===== src/rtl/spi_rx_status.sv =====
module spi_rx_status #(
  parameter int DW        = 16,
  parameter int FIFO_BITS = 64
) (
  input  logic          clk,
  input  logic          rst_n,
  input  logic          rx_valid,
  input  logic [DW-1:0] rx_data,
  input  logic          bus_rd_status,
  input  logic          bus_rd_data,
  input  logic          bus_wr_status,
  input  logic [7:0]    bus_wdata,
  input  logic          bus_wr_ctrl,
  input  logic [DW-1:0] match_val,
  input  logic          fifo_mode,
  input  logic          cfg_master,
  input  logic          cfg_fault_en,
  input  logic          cfg_ss_drive,
  input  logic          ss_in_n,
  output logic          rx_full,
  output logic          match_flag,
  output logic          fault_flag,
  output logic [DW-1:0] rd_data
);
  localparam int DEPTH     = FIFO_BITS / DW;
  localparam int CW        = $clog2(DEPTH + 1);
  localparam int MATCH_BIT = 6;

  logic [DW-1:0] q   [DEPTH];
  logic [DW-1:0] q_n [DEPTH];
  logic [CW-1:0] cnt, cnt_n;
  logic mode_q, full_q, mat_q, marm_q, flt_q, farm_q;
  logic set_evt;

  wire flush      = fifo_mode != mode_q;
  wire pop        = fifo_mode && bus_rd_data && (cnt != '0);
  wire room       = (cnt != CW'(DEPTH)) || pop;
  wire acc        = rx_valid && !flush && (!fifo_mode || room);
  wire match_set  = set_evt && (rx_data == match_val);
  wire fault_cond = cfg_master && cfg_fault_en && !cfg_ss_drive && !ss_in_n;

  always_comb begin
    for (int i = 0; i < DEPTH; i++) q_n[i] = q[i];
    cnt_n   = cnt;
    set_evt = 1'b0;
    if (flush) begin
      for (int i = 0; i < DEPTH; i++) q_n[i] = '0;
      cnt_n = '0;
    end else if (!fifo_mode) begin
      if (acc) begin
        q_n[0]  = rx_data;
        cnt_n   = CW'(1);
        set_evt = 1'b1;
      end else if (bus_rd_data) begin
        cnt_n = '0;
      end
    end else begin
      if (pop) begin
        for (int i = 0; i < DEPTH - 1; i++) q_n[i] = q[i+1];
        q_n[DEPTH-1] = '0;
        cnt_n = cnt - CW'(1);
      end
      if (acc) begin
        q_n[cnt_n] = rx_data;
        cnt_n      = cnt_n + CW'(1);
        set_evt    = (cnt_n == CW'(DEPTH));
      end
    end
  end

  always_ff @(posedge clk) begin
    if (!rst_n) begin
      for (int i = 0; i < DEPTH; i++) q[i] <= '0;
      cnt    <= '0;
      mode_q <= fifo_mode;
      full_q <= 1'b0;
      mat_q  <= 1'b0;
      marm_q <= 1'b0;
      flt_q  <= 1'b0;
      farm_q <= 1'b0;
    end else begin
      for (int i = 0; i < DEPTH; i++) q[i] <= q_n[i];
      cnt    <= cnt_n;
      mode_q <= fifo_mode;
      full_q <= flush ? 1'b0 : set_evt ? 1'b1 : bus_rd_data ? 1'b0 : full_q;

      if (match_set)
        mat_q <= 1'b1;
      else if (bus_wr_status && bus_wdata[MATCH_BIT] && marm_q)
        mat_q <= 1'b0;
      marm_q <= match_set ? 1'b0 : (bus_rd_status && mat_q) ? 1'b1 :
                bus_wr_status ? 1'b0 : marm_q;

      if (fault_cond)
        flt_q <= 1'b1;
      else if (bus_wr_ctrl && farm_q)
        flt_q <= 1'b0;
      farm_q <= fault_cond ? 1'b0 : (bus_rd_status && flt_q) ? 1'b1 :
                bus_wr_ctrl ? 1'b0 : farm_q;
    end
  end

  assign rx_full    = full_q;
  assign match_flag = mat_q;
  assign fault_flag = flt_q;
  assign rd_data    = q[0];
endmodule


===== config.mk =====
export PLATFORM = sky130hd
export DESIGN_NAME = spi_rx_status
export DESIGN_NICKNAME = d
export VERILOG_FILES = /design/src/rtl/spi_rx_status.sv
export SDC_FILE = /design/constraint.sdc
export NUM_CORES = 1
export LEC_CHECK = 0
export ABC_AREA = 1
export ABC_CLOCK_PERIOD_IN_PS = 5700
export CAP_MARGIN = 15
export CORE_UTILIZATION = 35
export CTS_BUF_LIST = sky130_fd_sc_hd__clkbuf_8
export CTS_CLUSTER_DIAMETER = 100
export DETAILED_ROUTE_END_ITERATION = 6
export DONT_BUFFER_PORTS = 1
export PLACE_DENSITY = 0.57
export SLEW_MARGIN = 25
export SYNTH_ARGS = -nofsm -noshare
export SYNTH_HDL_FRONTEND = slang
export SYNTH_SLANG_ARGS = --single-unit

===== constraint.sdc =====
create_clock -name clk -period 5.7 [get_ports clk]
set_input_delay 1.425 -clock clk [delete_from_list [all_inputs] [get_ports clk]]
set_output_delay 1.425 -clock clk [all_outputs]
set_load 0.01 [all_outputs]

==> results of run 1 <==
## area by class of cell
| class | instances | share of cell area (%) |
|---|---|---|
| well taps | 147 | 4.10 |
| flip-flops and latches | 73 | 32.6 |
| multi-input cells | 502 | 53.1 |
| inverters | 51 | 4.27 |
| clock buffers | 10 | 3.07 |
| repair buffers | 3 | 0.502 |
| clock inverters | 6 | 2.37 |
## stage by stage
| step | worst slack (ps) | cells | instance area, um^2 | power (mW) | hold slack (ps) |
|---|---|---|---|---|---|
| after floorplan | 2650 | 680 | 4310 | 0.645 | 437 |
| after global placement | 1940 | 776 | 4230 | 0.652 | 445 |
| after detailed placement | 1950 | 776 | 4240 | 0.655 | 452 |
| after CTS | 2320 | 792 | 4480 | 1.16 | 463 |
| after global routing | 2400 | 792 | 4480 | 1.20 | 477 |
| final | 2580 | 792 | 4480 | 1.15 | 462 |
## synthesized netlist by cell type, types with 5 or more instances
cell type / number
nand2_1: 182
dfxtp_1: 73
inv_1: 48
o21ai_1: 5
xnor2_1: 12
nand3b_1: 31
o21ai_0: 43
buf_2: 16
ha_1: 6
nand3_1: 31
buf_4: 17
clkbuf_1: 18
a21oi_1: 41
nor2_1: 131
## worst max-delay path: stages
cell and delay (ps):
nand2_2 50, inv_2 70, nand2_2 80, nand2_1 90, nand2_1 140, ha_1 250, ha_1 190, nand2_1 100
nor2_4 110, nor2_2 610, nand2_1 120, a21oi_1 150
## layer usage
| metal | routed length [um] | up-vias | GRT usage, % |
|---|---|---|---|
| li1 | - | 2053 | - |
| met4 | 243 | 0 | 7.89 |
| met5 | 0 | - | 0 |
| met1 | 5620 | 1788 | 25.7 |
| met2 | 4730 | 96 | 27.0 |
| met3 | 765 | 17 | 3.70 |
## power by group through the flow
stage | clock, mW | combinational [mW] | sequential, mW
after floorplan | 0 | 0.111 | 0.535
after global placement | 0 | 0.113 | 0.539
after detailed placement | 0 | 0.115 | 0.540
after CTS | 0.516 | 0.116 | 0.528
after global routing | 0.534 | 0.133 | 0.529
final | 0.504 | 0.116 | 0.528
## registers in the layout (all words and copies together), names as in the netlist
name        count
fault_flag      1
rx_full         1
mode_q          1
match_flag      1
cnt             3
farm_q          1
q              64
marm_q          1
## cells in the final DEF, fill, tap and decap left out
cell	synthesis	final
inv_2	3	3
o21ai_0	43	43
a31oi_1	1	1
nor2_1	131	131
a21oi_2	1	1
nor2_2	1	1
xor2_1	1	1
nand3_1	31	29
nand3b_1	31	31
clkbuf_8	0	10
a22oi_1	1	1
ha_1	6	6
nand4_4	2	2
dfxtp_1	73	73
nand2_1	182	182
bufinv_16	0	3
clkinvlp_4	0	1
o211ai_1	1	1
a21oi_1	41	41
xnor2_1	12	12
nor3_1	2	2
clkinv_2	0	1
inv_1	48	49
nand3_2	2	4
o21ai_1	5	5
nor2_4	2	2
buf_4	17	3
nand2_4	1	1
nand2_2	2	2
nand4_1	3	3
## cells by family after synthesis
| logic type | after synthesis |
|---|---|
| buffers and inverters | 105 |
| DFF | 73 |
| and+or+nand+nor | 390 |
| AOI/OAI and AO/OA | 93 |
| xor gates and xnor gates | 13 |
| adders and majority gates | 6 |
## worst min-delay path by stage
stage / from / endpoint / slack (ps) / depth (start not counted)
4_1_cts: q[0][51] / q[0][51] / 460 / 2
6_report: q[0][48] / q[0][48] / 460 / 2
3_5_place_dp: q[0][53] / q[0][53] / 450 / 2
2_1_floorplan: q[0][48] / q[0][48] / 440 / 2
5_1_grt: q[0][51] / q[0][51] / 480 / 2
3_3_place_gp: q[0][61] / q[0][61] / 450 / 2
==> results.ini, run 1 <==
[outcome]
outcome=completed

[clock_network]
post-cts-setup-buffers=0
cts_sinks=73
clk_latency_ps=350
cts_buffers=9
cts_max_path_buffers=2
ctsHoldBuffers=0
path_clk_slew_ps=80
cts-root-buf=clkbuf_8
cts_tree=yes
ctsResizeCount=0
htree_num_levels=3

[yosys]
yosys.area.top_type=dfxtp_1
async_flop_share_pct=0
syn_inst=680
synth_top_area_share_pct=33.9
synth_compound_area_share_pct=11.0
syn_nets=738
avgSynthCellArea_um2=6.34
synth_seq_cells=73
synthAdderAreaFrac_pct=1.74
synth-simple-area-share_pct=39.6
synth_edf_count=0
synth_top_family_by_area=simple AND/OR/NAND/NOR gates
ys_seq_area_share_pct=33.9
syn_area_um2=4310
yosys-top-cells-area=dfxtp_1 (34%), nand2_1 (16%), nor2_1 (11%)
synthXorXnorAreaFrac_pct=2.64
synth.area.mux_share_pct=0
yosys_warnings=0
synthDistinctLibCells=29
synthFlopType=dfxtp_1

[timing]
hold_viol_final=0
setup_violations=0
period_minus_slack_ps=3120
tightest_slew_ps=989
finalMaxSlewViolations=0
rsz0062_at_grt=no
fin_skew_ps=9.70
relSlewSlack_pct=34.0
timing.setup.tns_ps=0
finalCritPeriodShare_pct=54.7
fmaxAchievable_mhz=321

[min_path]
hold_path.class=flop to flop

[power]
intPower_uw=859
p_leak_nw=2.07
p_clk_share_pct=43.9
ir_worst_vdd_mv=0.105
power_density_nw_per_um2=256
p_sw_uw=288
pwr-share-seq_pct=46.0
power_frac_comb_pct=10.1
netSwitchingFraction_pct=25.1

[drt]
avgViaCountPerCell=4.99
drc=0
final_antenna_net_count=0
num_vias=3954
drt_pass1_iterations=5
wirelength_um=11400
dr.first_iter.drc_count=335
wl_per_cell_um=14.3

[setup_path]
start_kind=primary input
worst-path-max-fanout=61
r2r_end=q[0][56]
worst_r2r_path_depth=13
crit_required_ps=5980
critPathArrivalTime_ps=3400
r2r_start=cnt[0]
cp-endpoint=q[0][56]
rrSetupSlack_ps=2890
worst_setup_path_end_kind=flop
worstSetupStartpoint=fifo_mode
path_class=primary input to flop

[place]
routabilityCongestion=0.790
dp_hpwl_um=7310
io_buffers=0

[floorplanning]
start_util_pct=35.9
die_x_um=113
num_io_pins=71
die_h_um=113
rows=40
dieArea_um2=12800
core-area_um2=12000

[global_route]
grt_max_degree=95
antenna_found_initial=0
grt_pass1_vias=3516
grt_pass1_wl_um=18300
grt_usage_pct=18.3
grt-ovfl-total=0

[layout]
areaGrowthSynthToFinish_pct=4.03
nets=698
drive_gt1_share_pct=5.27
diodes=0
register_area_um2=1460
fill_cells=1287
multi_input_area_um2=2380
final_util_pct=37.3

[job]
cap_violations=0

(Power assumes the default switching activity.)
==> run 2: changes to the inputs <==
--- a/config.mk
+++ b/config.mk
@@ -6,7 +6,7 @@
 export NUM_CORES = 1
 export LEC_CHECK = 0
 export ABC_AREA = 1
-export ABC_CLOCK_PERIOD_IN_PS = 5700
+export ABC_CLOCK_PERIOD_IN_PS = 3190
 export CAP_MARGIN = 15
 export CORE_UTILIZATION = 35
 export CTS_BUF_LIST = sky130_fd_sc_hd__clkbuf_8
==> constraint.sdc (replaced) <==
create_clock -name clk -period 3.19 [get_ports clk]
set_input_delay 0.7975 -clock clk [delete_from_list [all_inputs] [get_ports clk]]
set_output_delay 0.7975 -clock clk [all_outputs]
set_load 0.01 [all_outputs]
==> results.ini, run 2 (synthesis gave the netlist of run 1 again) <==
[outcome]
outcome=completed  ; unchanged

[floorplanning]
die_h_um=113  ; unchanged
num_io_pins=71  ; unchanged
start_util_pct=35.9  ; unchanged
dieArea_um2=12800  ; unchanged
core-area_um2=12000  ; unchanged
rows=40  ; unchanged
die_x_um=113  ; unchanged

[timing]
fin_skew_ps=7.03  ; was 9.70 ps
timing.setup.tns_ps=0  ; unchanged
finalCritPeriodShare_pct=79.1
hold_viol_final=0  ; unchanged
tightest_slew_ps=920  ; was 989 ps
finalMaxSlewViolations=0  ; unchanged
period_minus_slack_ps=2520
fmaxAchievable_mhz=396
rsz0062_at_grt=no  ; unchanged
relSlewSlack_pct=38.3  ; was 34.0%
whs_ps=459  ; was 462 ps
setup_violations=0  ; unchanged

[layout]
fill_cells=1280  ; was 1287
nets=702  ; was 698
regMostFlops=q  ; unchanged
final_cell_mix=nand2_1 (182), nor2_1 (131), dfxtp_1 (73)  ; unchanged
largest_reg_flops=64  ; unchanged
diodes=0  ; unchanged
drive_gt1_share_pct=5.55  ; was 5.27%
areaGrowthSynthToFinish_pct=3.72  ; was 4.03%
largestRegisters=q: 64 flops, cnt: 3 flops  ; unchanged
final_common_cell=nand2_1  ; unchanged

[setup_path]
cp-endpoint=q[0][32]  ; was q[0][56]
worst_r2r_path_depth=13  ; unchanged
rrSetupSlack_ps=670  ; was 2890 ps
path_class=flop to flop  ; was primary input to flop
crit_required_ps=3480  ; was 5980 ps
path_cells=inv_1 -> ha_1 -> a21oi_2 -> nand2_1 -> nand2_1 -> inv_1 -> ha_1 -> nand3_1 -> buf_4 -> o21ai_0 -> nand2_1 -> nor2_1 -> nor2_1  ; was nand2_2 -> inv_2 -> nand2_2 -> nand2_1 -> nand2_1 -> ha_1 -> ha_1 -> nand2_1 -> nor2_4 -> nor2_2 -> nand2_1 -> a21oi_1
r2r_start=cnt[0]  ; unchanged
cp_slowest_cell=dfxtp_1  ; was nor2_2
start_kind=flop  ; was primary input
r2r_end=q[0][32]  ; was q[0][56]
slowest_delay_ps=360  ; was 610 ps
worst_setup_path_end_kind=flop  ; unchanged
worstSetupStartpoint=cnt[0]  ; was fifo_mode
worst-path-max-fanout=31  ; was 61
crit_top_cell=nand2_1  ; unchanged
critPathArrivalTime_ps=2810  ; was 3400 ps

[drt]
wirelength_um=11300  ; was 11400 um
dr.first_iter.drc_count=398  ; was 335
wl_per_cell_um=14.2  ; was 14.3 um
final_antenna_net_count=0  ; unchanged
num_vias=3939  ; was 3954
avgViaCountPerCell=4.95  ; was 4.99
drc=0  ; unchanged
drt_pass1_iterations=5  ; unchanged

[job]
cap_violations=0  ; unchanged

[min_path]
hold_path.class=flop to flop  ; unchanged

[clock_network]
ctsResizeCount=0  ; unchanged
cts-root-buf=clkbuf_8  ; unchanged
post-cts-setup-buffers=0  ; unchanged
ctsHoldBuffers=0  ; unchanged
cts_tree=yes  ; unchanged
clk_latency_ps=350  ; about the same
htree_num_levels=3  ; unchanged
cts_max_path_buffers=2  ; unchanged
path_clk_slew_ps=80  ; about the same
cts_buffers=9  ; unchanged
cts_sinks=73  ; unchanged

[global_route]
grt_usage_pct=18.0  ; was 18.3%
grt_max_degree=95  ; unchanged
grt_pass1_vias=3385  ; was 3516
grt_use_met3_pct=4.28  ; was 3.70%
grt-ovfl-total=0  ; unchanged
grt_use_met1_pct=25.6  ; was 25.7%
use_met2_pct=27.0  ; unchanged
antenna_found_initial=0  ; unchanged
grt_pass1_wl_um=18000  ; was 18300 um
grt_busiest_layer=met2  ; unchanged

[place]
routabilityCongestion=0.779  ; was 0.790
dp_hpwl_um=7280  ; was 7310 um
io_buffers=0  ; unchanged

[power]
p_total_mw=1.94  ; was 1.15 mW
power_density_nw_per_um2=434  ; was 256 nW/um^2
ir_worst_vdd_mv=0.168  ; was 0.105 mV
p_leak_nw=2.06  ; was 2.07 nW

[run 2: worst max-delay path, delay by kind of cell, from the launching register on]
kind	cells	cell delay, ps
fa+ha+maj	2	510
flops	1	360
compound gates	2	470
simple gates	6	660
buf+inv	3	460
[run 2: worst min-delay path by stage]
stage / startpoint / endpoint / slack [ps] / cells past startpoint
global route: fifo_mode / mode_q / 450 / 0
floorplan: q[0][48] / q[0][48] / 440 / 2
CTS: fifo_mode / mode_q / 460 / 0
finish: q[0][50] / q[0][50] / 460 / 2
detailed placement: q[0][55] / q[0][55] / 450 / 2
global placement: q[0][54] / q[0][54] / 450 / 2
[run 2: through the flow]
| step | std cells | cell area, um^2 | utilization, % | setup WS, ps |
|---|---|---|---|---|
| floorplan | 680 | 4310 | - | 764 |
| global placement | 780 | 4260 | 35.5 | 629 |
| detailed placement | 780 | 4260 | 35.5 | 591 |
| CTS | 796 | 4470 | 37.2 | 704 |
| global route | 796 | 4470 | 37.2 | 444 |
| finish | 796 | 4470 | 37.2 | 668 |
[run 2: layout make-up]
cell class                      count  area (um^2)  area share (%)
Multi-Input combinational cell    502         2370            53.0
Timing Repair Buffer                7         52.6            1.18
Clock buffer                        9          124            2.77
Inverter                           51          191            4.28
Tap cell                          147          184            4.11
Clock inverter                      7         86.3            1.93
Sequential cell                    73         1460            32.7
[run 2: power breakdown]
group / switching [mW] / leakage, nW / internal (mW) / total [mW]
sequential: 0.0150 / 0.590 / 0.927 / 0.942
clock: 0.355 / 0.110 / 0.433 / 0.788
combinational: 0.137 / 1.36 / 0.0711 / 0.208
total: 0.507 / 2.06 / 1.43 / 1.94
[run 2: per-layer routing]
metal  share of wire [%]  routed length [um]
met5                   0                   0
met4                0.88                  99
met3                 6.3                 715
met2                  43                4880
met1                  50                5610
